==> src/rtl/sata_crs_pkg.sv <==
package sata_crs_pkg;
  typedef enum logic [2:0] {
    CRS_IDLE,
    CRS_STOP,
    CRS_HOLD,
    CRS_RESUME,
    CRS_CLRERR,
    CRS_WAITRDY
  } crs_state_e;

  localparam logic [3:0] IPM_NO_LPM   = 4'h3;
  localparam logic [3:0] DET_COMRESET = 4'h1;
  localparam logic [3:0] DET_RELEASE  = 4'h0;
  localparam logic [7:0] STS_IN_RESET = 8'h7F;
  localparam int         STS_BSY_BIT  = 7;
endpackage

==> src/rtl/crs_ms_timer.sv <==
module crs_ms_timer #(
  parameter int W = 8
) (
  input  logic         clk,
  input  logic         rst,
  input  logic         clr_i,
  input  logic         tick_i,
  output logic [W-1:0] cnt_o
);
  always_ff @(posedge clk) begin
    if (rst || clr_i) begin
      cnt_o <= '0;
    end else if (tick_i && (cnt_o != {W{1'b1}})) begin
      cnt_o <= cnt_o + 1'b1;
    end
  end
endmodule

==> src/rtl/crs_debounce.sv <==
module crs_debounce #(
  parameter int CYC = 8
) (
  input  logic clk,
  input  logic rst,
  input  logic en_i,
  input  logic level_i,
  output logic stable_o
);
  localparam int CW = $clog2(CYC + 1);
  logic [CW-1:0] run_q;

  always_ff @(posedge clk) begin
    if (rst || !en_i || !level_i) begin
      run_q <= '0;
    end else if (run_q != CW'(CYC)) begin
      run_q <= run_q + 1'b1;
    end
  end

  assign stable_o = (run_q == CW'(CYC));

  AST_DEB_NEEDS_LEVEL: assert property (@(posedge clk) disable iff (rst)
    $rose(stable_o) |-> $past(level_i));
endmodule

==> src/rtl/crs_taskfile.sv <==
module crs_taskfile
  import sata_crs_pkg::*;
(
  input  logic        clk,
  input  logic        rst,
  input  logic        force_i,
  input  logic        arm_i,
  input  logic        seen_clr_i,
  input  logic        cominit_i,
  input  logic        fis_valid_i,
  input  logic [7:0]  fis_status_i,
  input  logic [7:0]  fis_error_i,
  input  logic [7:0]  fis_sect_cnt_i,
  input  logic [7:0]  fis_lba_lo_i,
  input  logic [7:0]  fis_lba_mid_i,
  input  logic [7:0]  fis_lba_hi_i,
  output logic [7:0]  sts_o,
  output logic [7:0]  err_o,
  output logic [31:0] sig_o,
  output logic        seen_o
);
  logic take;
  assign take = arm_i && fis_valid_i && !seen_o;

  always_ff @(posedge clk) begin
    if (rst) begin
      sts_o  <= STS_IN_RESET;
      err_o  <= '0;
      sig_o  <= '0;
      seen_o <= 1'b0;
    end else begin
      if (seen_clr_i) begin
        seen_o <= 1'b0;
      end else if (take) begin
        seen_o <= 1'b1;
      end
      if (force_i) begin
        sts_o <= STS_IN_RESET;
      end else if (take) begin
        sts_o <= fis_status_i;
      end else if (arm_i && cominit_i) begin
        sts_o[STS_BSY_BIT] <= 1'b1;
      end
      if (take) begin
        err_o <= fis_error_i;
        sig_o <= {fis_lba_hi_i, fis_lba_mid_i, fis_lba_lo_i, fis_sect_cnt_i};
      end
    end
  end

  AST_SIG_HELD_AFTER_FIRST: assert property (@(posedge clk) disable iff (rst)
    (seen_o && !seen_clr_i) |=> $stable(sig_o));
  AST_COMINIT_SETS_BSY: assert property (@(posedge clk) disable iff (rst)
    (arm_i && cominit_i && !force_i && !fis_valid_i) |=> sts_o[STS_BSY_BIT]);
endmodule

==> src/rtl/sata_comreset_seq.sv <==
module sata_comreset_seq
  import sata_crs_pkg::*;
#(
  parameter int DL_W         = 16,
  parameter int STOP_WAIT_MS = 500,
  parameter int HOLD_MS      = 1,
  parameter int RESUME_MS    = 10,
  parameter int RESUME_TRIES = 5,
  parameter int DEBOUNCE_CYC = 8
) (
  input  logic            clk,
  input  logic            rst,
  input  logic            start_i,
  input  logic            ms_tick_i,
  input  logic [DL_W-1:0] deadline_ms_i,
  input  logic [3:0]      spd_lim_i,
  input  logic            cmd_running_i,
  input  logic [3:0]      phy_det_i,
  input  logic            cominit_i,
  input  logic [31:0]     serr_set_i,
  input  logic            fis_valid_i,
  input  logic [7:0]      fis_status_i,
  input  logic [7:0]      fis_error_i,
  input  logic [7:0]      fis_sect_cnt_i,
  input  logic [7:0]      fis_lba_lo_i,
  input  logic [7:0]      fis_lba_mid_i,
  input  logic [7:0]      fis_lba_hi_i,
  output logic            engine_stop_o,
  output logic            comreset_o,
  output logic [11:0]     sctl_o,
  output logic [7:0]      tfd_sts_o,
  output logic [7:0]      tfd_err_o,
  output logic [3:0]      ssts_det_o,
  output logic [31:0]     sig_o,
  output logic [31:0]     serr_o,
  output logic            busy_o,
  output logic            done_o,
  output logic            offline_o,
  output logic            timeout_o
);
  localparam int MAX_A  = (STOP_WAIT_MS > RESUME_MS) ? STOP_WAIT_MS : RESUME_MS;
  localparam int PH_MAX = (MAX_A > HOLD_MS + 1) ? MAX_A : HOLD_MS + 1;
  localparam int PH_W   = $clog2(PH_MAX + 1);
  localparam int TRY_W  = $clog2(RESUME_TRIES + 1);

  crs_state_e       state_q, state_n;
  logic [PH_W-1:0]  ph_ms;
  logic             ph_clr;
  logic [TRY_W-1:0] try_q;
  logic             try_inc;
  logic [DL_W-1:0]  dl_q;
  logic             link_up;
  logic             fis_seen;
  logic             fin_done, fin_off, fin_to;
  logic             accept;
  logic             tf_arm;

  assign accept = (state_q == CRS_IDLE) && start_i;
  assign tf_arm = (state_q == CRS_RESUME) || (state_q == CRS_CLRERR) ||
                  (state_q == CRS_WAITRDY);

  crs_ms_timer #(.W(PH_W)) phase_tmr_i (
    .clk   (clk),
    .rst   (rst),
    .clr_i (ph_clr),
    .tick_i(ms_tick_i),
    .cnt_o (ph_ms)
  );

  crs_debounce #(.CYC(DEBOUNCE_CYC)) link_deb_i (
    .clk     (clk),
    .rst     (rst),
    .en_i    ((state_q == CRS_RESUME) && !try_inc),
    .level_i (phy_det_i[0]),
    .stable_o(link_up)
  );

  crs_taskfile tf_i (
    .clk           (clk),
    .rst           (rst),
    .force_i       (sctl_o[3:0] == DET_COMRESET),
    .arm_i         (tf_arm),
    .seen_clr_i    (accept),
    .cominit_i     (cominit_i),
    .fis_valid_i   (fis_valid_i),
    .fis_status_i  (fis_status_i),
    .fis_error_i   (fis_error_i),
    .fis_sect_cnt_i(fis_sect_cnt_i),
    .fis_lba_lo_i  (fis_lba_lo_i),
    .fis_lba_mid_i (fis_lba_mid_i),
    .fis_lba_hi_i  (fis_lba_hi_i),
    .sts_o         (tfd_sts_o),
    .err_o         (tfd_err_o),
    .sig_o         (sig_o),
    .seen_o        (fis_seen)
  );

  always_comb begin
    state_n  = state_q;
    ph_clr   = 1'b0;
    try_inc  = 1'b0;
    fin_done = 1'b0;
    fin_off  = 1'b0;
    fin_to   = 1'b0;
    unique case (state_q)
      CRS_IDLE: if (start_i) state_n = CRS_STOP;
      CRS_STOP: if (!cmd_running_i || (ph_ms >= PH_W'(STOP_WAIT_MS))) state_n = CRS_HOLD;
      CRS_HOLD: if (ph_ms >= PH_W'(HOLD_MS + 1)) state_n = CRS_RESUME;
      CRS_RESUME: begin
        if (link_up) begin
          state_n = CRS_CLRERR;
        end else if (ph_ms >= PH_W'(RESUME_MS)) begin
          if (try_q == TRY_W'(RESUME_TRIES - 1)) begin
            state_n = CRS_IDLE;
            fin_off = 1'b1;
          end else begin
            try_inc = 1'b1;
            ph_clr  = 1'b1;
          end
        end
      end
      CRS_CLRERR: state_n = CRS_WAITRDY;
      CRS_WAITRDY: begin
        if (fis_seen && !tfd_sts_o[STS_BSY_BIT]) begin
          state_n  = CRS_IDLE;
          fin_done = 1'b1;
        end else if (dl_q == '0) begin
          state_n = CRS_IDLE;
          fin_to  = 1'b1;
        end
      end
      default: state_n = CRS_IDLE;
    endcase
    if (state_n != state_q) ph_clr = 1'b1;
  end

  always_ff @(posedge clk) begin
    if (rst) begin
      state_q    <= CRS_IDLE;
      try_q      <= '0;
      dl_q       <= '0;
      sctl_o     <= '0;
      comreset_o <= 1'b0;
      ssts_det_o <= '0;
      serr_o     <= '0;
      done_o     <= 1'b0;
      offline_o  <= 1'b0;
      timeout_o  <= 1'b0;
    end else begin
      state_q <= state_n;
      // deadline: reload on start, count down on ticks while running
      if (accept) begin
        dl_q <= deadline_ms_i;
      end else if ((state_q != CRS_IDLE) && ms_tick_i && (dl_q != '0)) begin
        dl_q <= dl_q - 1'b1;
      end
      if (accept) begin
        try_q <= '0;
      end else if (try_inc) begin
        try_q <= try_q + 1'b1;
      end
      // control word
      if (accept) begin
        sctl_o[7:4] <= spd_lim_i;
      end
      if (state_q == CRS_STOP && state_n == CRS_HOLD) begin
        sctl_o[11:8] <= IPM_NO_LPM;
        sctl_o[3:0]  <= DET_COMRESET;
        comreset_o   <= 1'b1;
      end else if (state_q == CRS_HOLD && state_n == CRS_RESUME) begin
        sctl_o[3:0] <= DET_RELEASE;
        comreset_o  <= 1'b0;
      end
      ssts_det_o <= (sctl_o[3:0] == DET_COMRESET) ? 4'h0 : phy_det_i;
      if (state_q == CRS_RESUME && link_up) begin
        serr_o <= '0;
      end else begin
        serr_o <= serr_o | serr_set_i;
      end
      if (accept) begin
        done_o    <= 1'b0;
        offline_o <= 1'b0;
        timeout_o <= 1'b0;
      end else begin
        if (fin_done) done_o    <= 1'b1;
        if (fin_off)  offline_o <= 1'b1;
        if (fin_to)   timeout_o <= 1'b1;
      end
    end
  end

  assign busy_o        = (state_q != CRS_IDLE);
  assign engine_stop_o = (state_q == CRS_STOP);

  AST_ONE_RESULT: assert property (@(posedge clk) disable iff (rst)
    $onehot0({done_o, offline_o, timeout_o}));
  AST_SPD_HELD: assert property (@(posedge clk) disable iff (rst)
    (busy_o && $past(busy_o)) |-> $stable(sctl_o[7:4]));
  AST_TRY_LIMIT: assert property (@(posedge clk) disable iff (rst)
    try_q < TRY_W'(RESUME_TRIES));
  AST_STOP_BEFORE_COMRESET: assert property (@(posedge clk) disable iff (rst)
    $rose(comreset_o) |-> $past(state_q == CRS_STOP));
  AST_FORCED_STATUS: assert property (@(posedge clk) disable iff (rst)
    (sctl_o[3:0] == DET_COMRESET) |=> (tfd_sts_o == STS_IN_RESET && ssts_det_o == 4'h0));
  AST_START_IGNORED: assert property (@(posedge clk) disable iff (rst)
    (busy_o && start_i && state_q != CRS_STOP) |=> !engine_stop_o);
endmodule

==> config.mk <==
export PLATFORM = sky130hd
export DESIGN_NAME = sata_comreset_seq
export DESIGN_NICKNAME = d
export VERILOG_FILES = /design/src/rtl/sata_crs_pkg.sv /design/src/rtl/crs_ms_timer.sv /design/src/rtl/crs_debounce.sv /design/src/rtl/crs_taskfile.sv /design/src/rtl/sata_comreset_seq.sv
export SDC_FILE = /design/constraint.sdc
export NUM_CORES = 1
export LEC_CHECK = 0
export BUFFER_PORTS_ARGS = -buffer_cell sky130_fd_sc_hd__buf_4
export CAP_MARGIN = 20
export CORE_MARGIN = 8
export CORE_UTILIZATION = 43
export DETAILED_ROUTE_END_ITERATION = 12
export PLACE_DENSITY_LB_ADDON = 0.2
export SYNTH_ARGS = -nofsm -noshare
export SYNTH_HDL_FRONTEND = slang
export SYNTH_SLANG_ARGS = --single-unit
==> constraint.sdc <==
create_clock -name clk -period 2.2 [get_ports clk]
set_input_delay 0 -clock clk [delete_from_list [all_inputs] [get_ports clk]]
set_output_delay 0 -clock clk [all_outputs]
set_load 0.05 [all_outputs]
==> results.json <==
{
  "clock_sinks": 129,
  "grt_pass1_vias": 5580,
  "grt_max_degree": 71,
  "final_common_cell": "buf_4",
  "clk_latency_ps": 410,
  "track_usage": 0.206,
  "p_per_area_mw_per_mm2": 762,
  "min_path_cells": 4,
  "cap_viol_max_count": 0,
  "finalInstanceArea_sq_mm": 0.00853,
  "cts_inserted_buffers": 17,
  "ff2ff_path_depth": 5,
  "first_pass_iters": 5,
  "slew_violations": 0,
  "reg2reg_to": "dl_q[13]$_SDFFE_PP0P_",
  "place_ws_ps": 47.2,
  "max_stage_delay_ps": 580,
  "grt_pass1_wl_um": 26500,
  "crit_chain": "or4_4 -> nor3_2 -> nand4_1 -> or4_1 -> a311oi_1",
  "syn_to_final_growth_pct": 66.1,
  "placed_area_sq_mm": 0.00685,
  "fmax_mhz": 479,
  "hold_violations": 0,
  "layout_setup_ws_ps": 113,
  "clkTransAtPathRegs_ps": 50,
  "tns_ps": 0,
  "drive_gt1_frac": 0.300,
  "drc": 0,
  "htreeDepth": 4,
  "r2r-start": "dl_q[3]$_SDFFE_PP0P_",
  "root_buffer": "clkbuf_16",
  "coreArea_sq_mm": 0.0119,
  "r2r_setup_slack_ps": 110,
  "cts_tree": "yes",
  "clock_skew_ps": 9.51,
  "rows": 40,
  "routed_wirelength_um": 16500,
  "cpLargestDelayFamily": "simple AND/OR/NAND/NOR gates",
  "yosysSeqAreaShare": 0.503,
  "synth_seq_cells": 129,
  "ir_drop_mv": 0.601,
  "routedWlPerCell_um": 15.8,
  "dieArea_sq_mm": 0.0157,
  "routabilityCongestion": 0.817,
  "detailed_place_hpwl_um": 11000,
  "tightest_slew_ps": 744,
  "cp_num_buf_inv": 0,
  "required_ps": 2510,
  "async_reset_ff_frac": 0,
  "holdCritPathClass": "in -> reg",
  "final_cell_mix": "buf_4, dfxtp_1, nand2_1",
  "syn_area_sq_mm": 0.00514,
  "cp_max_fo": 5,
  "clock_path_buffers": 2,
  "synth_cells": 577,
  "rsz0062_at_grt": "false",
  "die_h_um": 125,
  "syn_area_per_cell_sq_um": 8.90,
  "start_util": 0.433,
  "worstPathArrival_ps": 2400,
  "pin_count": 213,
  "synthDistinctLibCells": 52,
  "synth-edff-count": 0,
  "avgViaCountPerCell": 5.03,
  "yosysWarningCount": 0,
  "fin_crit_ps": 2090,
  "num-nets-final": 1005,
  "die_w_um": 125,
  "portBuffers": 207,
  "setup_violations": 0,
  "p_leak_nw": 3.61,
  "outcome": "finished, final reports clean",
  "start_kind": "flop",
  "fin_crit_sh": 0.949,
  "drt_iter0_markers": 290,
  "crit_path_end_kind": "flop",
  "vias": 5254,
  "ant_nets": 0,
  "ys.flop_type": "dfxtp_1",
  "crit_slowest_cell": "or4_4",
  "critPathKind": "reg -> reg",
  "min_from": "cominit_i",
  "relSlewSlack": 0.504,
  "antenna_found_initial": 1,
  "worstHoldEndpoint": "tf_i.sts_o[7]$_SDFFE_PP0P_",
  "grt_overflow": 0
}
==> cell families (layout without fill, tap and decap cells) <==
group | after synthesis | count (layout) | synth area share
mux | 3 | 3 | 0.00585
other cells | 1 | 6 | 0.000730
compound gates | 138 | 138 | 0.174
fa+ha+maj | 8 | 8 | 0.0195
buf+inv | 50 | 366 | 0.0446
xor+xnor | 21 | 21 | 0.0358
flops | 129 | 129 | 0.503
simple gates | 227 | 227 | 0.217
==> worst max-delay path by stage <==
| stage | startpoint | endpoint | slack [ps] | depth (start not counted) |
|---|---|---|---|---|
| final | dl_q[3]$_SDFFE_PP0P_ | dl_q[13]$_SDFFE_PP0P_ | 110 | 5 |
| after floorplan | dl_q[0]$_SDFFE_PP0P_ | phase_tmr_i.cnt_o[7]$_SDFFE_PP0P_ | 20 | 9 |
| after detailed placement | dl_q[2]$_SDFFE_PP0P_ | dl_q[13]$_SDFFE_PP0P_ | 50 | 5 |
| after CTS | dl_q[2]$_SDFFE_PP0P_ | dl_q[13]$_SDFFE_PP0P_ | 30 | 5 |
| after global placement | dl_q[2]$_SDFFE_PP0P_ | dl_q[12]$_SDFFE_PP0P_ | 130 | 5 |
| after global routing | dl_q[3]$_SDFFE_PP0P_ | dl_q[13]$_SDFFE_PP0P_ | 20 | 5 |
==> what timing repair did <==
item,4_1_cts,5_1_grt
hold endpoints to repair,106,0
setup endpoints to repair,0,12
gates resized for setup,0,9
hold buffers,105,0
setup buffers,0,0
==> per-layer routing <==
| metal | track usage | vias up | part of all wire |
|---|---|---|---|
| met4 | 0.115 | 0 | 0.039 |
| li1 | - | 2602 | - |
| met1 | 0.208 | 2410 | 0.40 |
| met5 | 0 | - | 0 |
| met3 | 0.0816 | 49 | 0.083 |
| met2 | 0.359 | 193 | 0.48 |
==> cells in the mapped netlist (8+ instances only) <==
cell type	instances	area, sq um
nand3_1	14	70.1
a21oi_1	54	270
nand2_1	113	424
o21a_1	32	240
a211oi_1	18	135
nor2_1	38	143
o21ai_0	10	50.1
xor2_1	15	131
ha_1	8	100
dfxtp_1	129	2580
inv_1	10	37.5
clkbuf_1	30	113
nor3_1	11	55.1
==> worst min-delay path, stage by stage <==
cell      delay (ps)
buf_4             80
o21ai_0           90
nand3b_1          90
o211a_1          120
==> power breakdown <==
group	internal (mW)	switching [mW]	total, mW
sequential	2.45	0.114	2.56
combinational	0.515	0.623	1.14
clock	1.85	0.952	2.81
==> area by class of cell <==
class,instances,area [sq um]
tap,147,184
fill,840,3330
timing repair buffer,326,2740
sequential,129,2580
multi-input combinational,402,2400
clock buffer,24,482
clock inverter,6,105
antenna,1,2.50
inverter,10,37.5
==> stage by stage <==
step | power [mW] | util | hold WS, ps | cells
6_report | 6.51 | 0.720 | 6.53 | 1045
2_1_floorplan | 3.21 | - | 122 | 581
3_5_place_dp | 3.57 | 0.578 | 206 | 909
3_3_place_gp | 3.55 | 0.578 | 201 | 909
4_1_cts | 6.53 | 0.716 | 2.34 | 1044
5_1_grt | 6.75 | 0.720 | 38.6 | 1045
==> sequential cells by signal, indices dropped and copies added, names as in the netlist <==
signal,flops
phase_tmr_i.cnt_o,9
tf_i.sts_o,8
link_deb_i.run_q,4
tf_i.err_o,8
state_q,3
dl_q,16
done_o,1
timeout_o,1
try_q,3
serr_o,32
ssts_det_o,4
offline_o,1
tf_i.seen_o,1
tf_i.sig_o,32
sctl_o,6
Power figures use the tool's default switching activity.
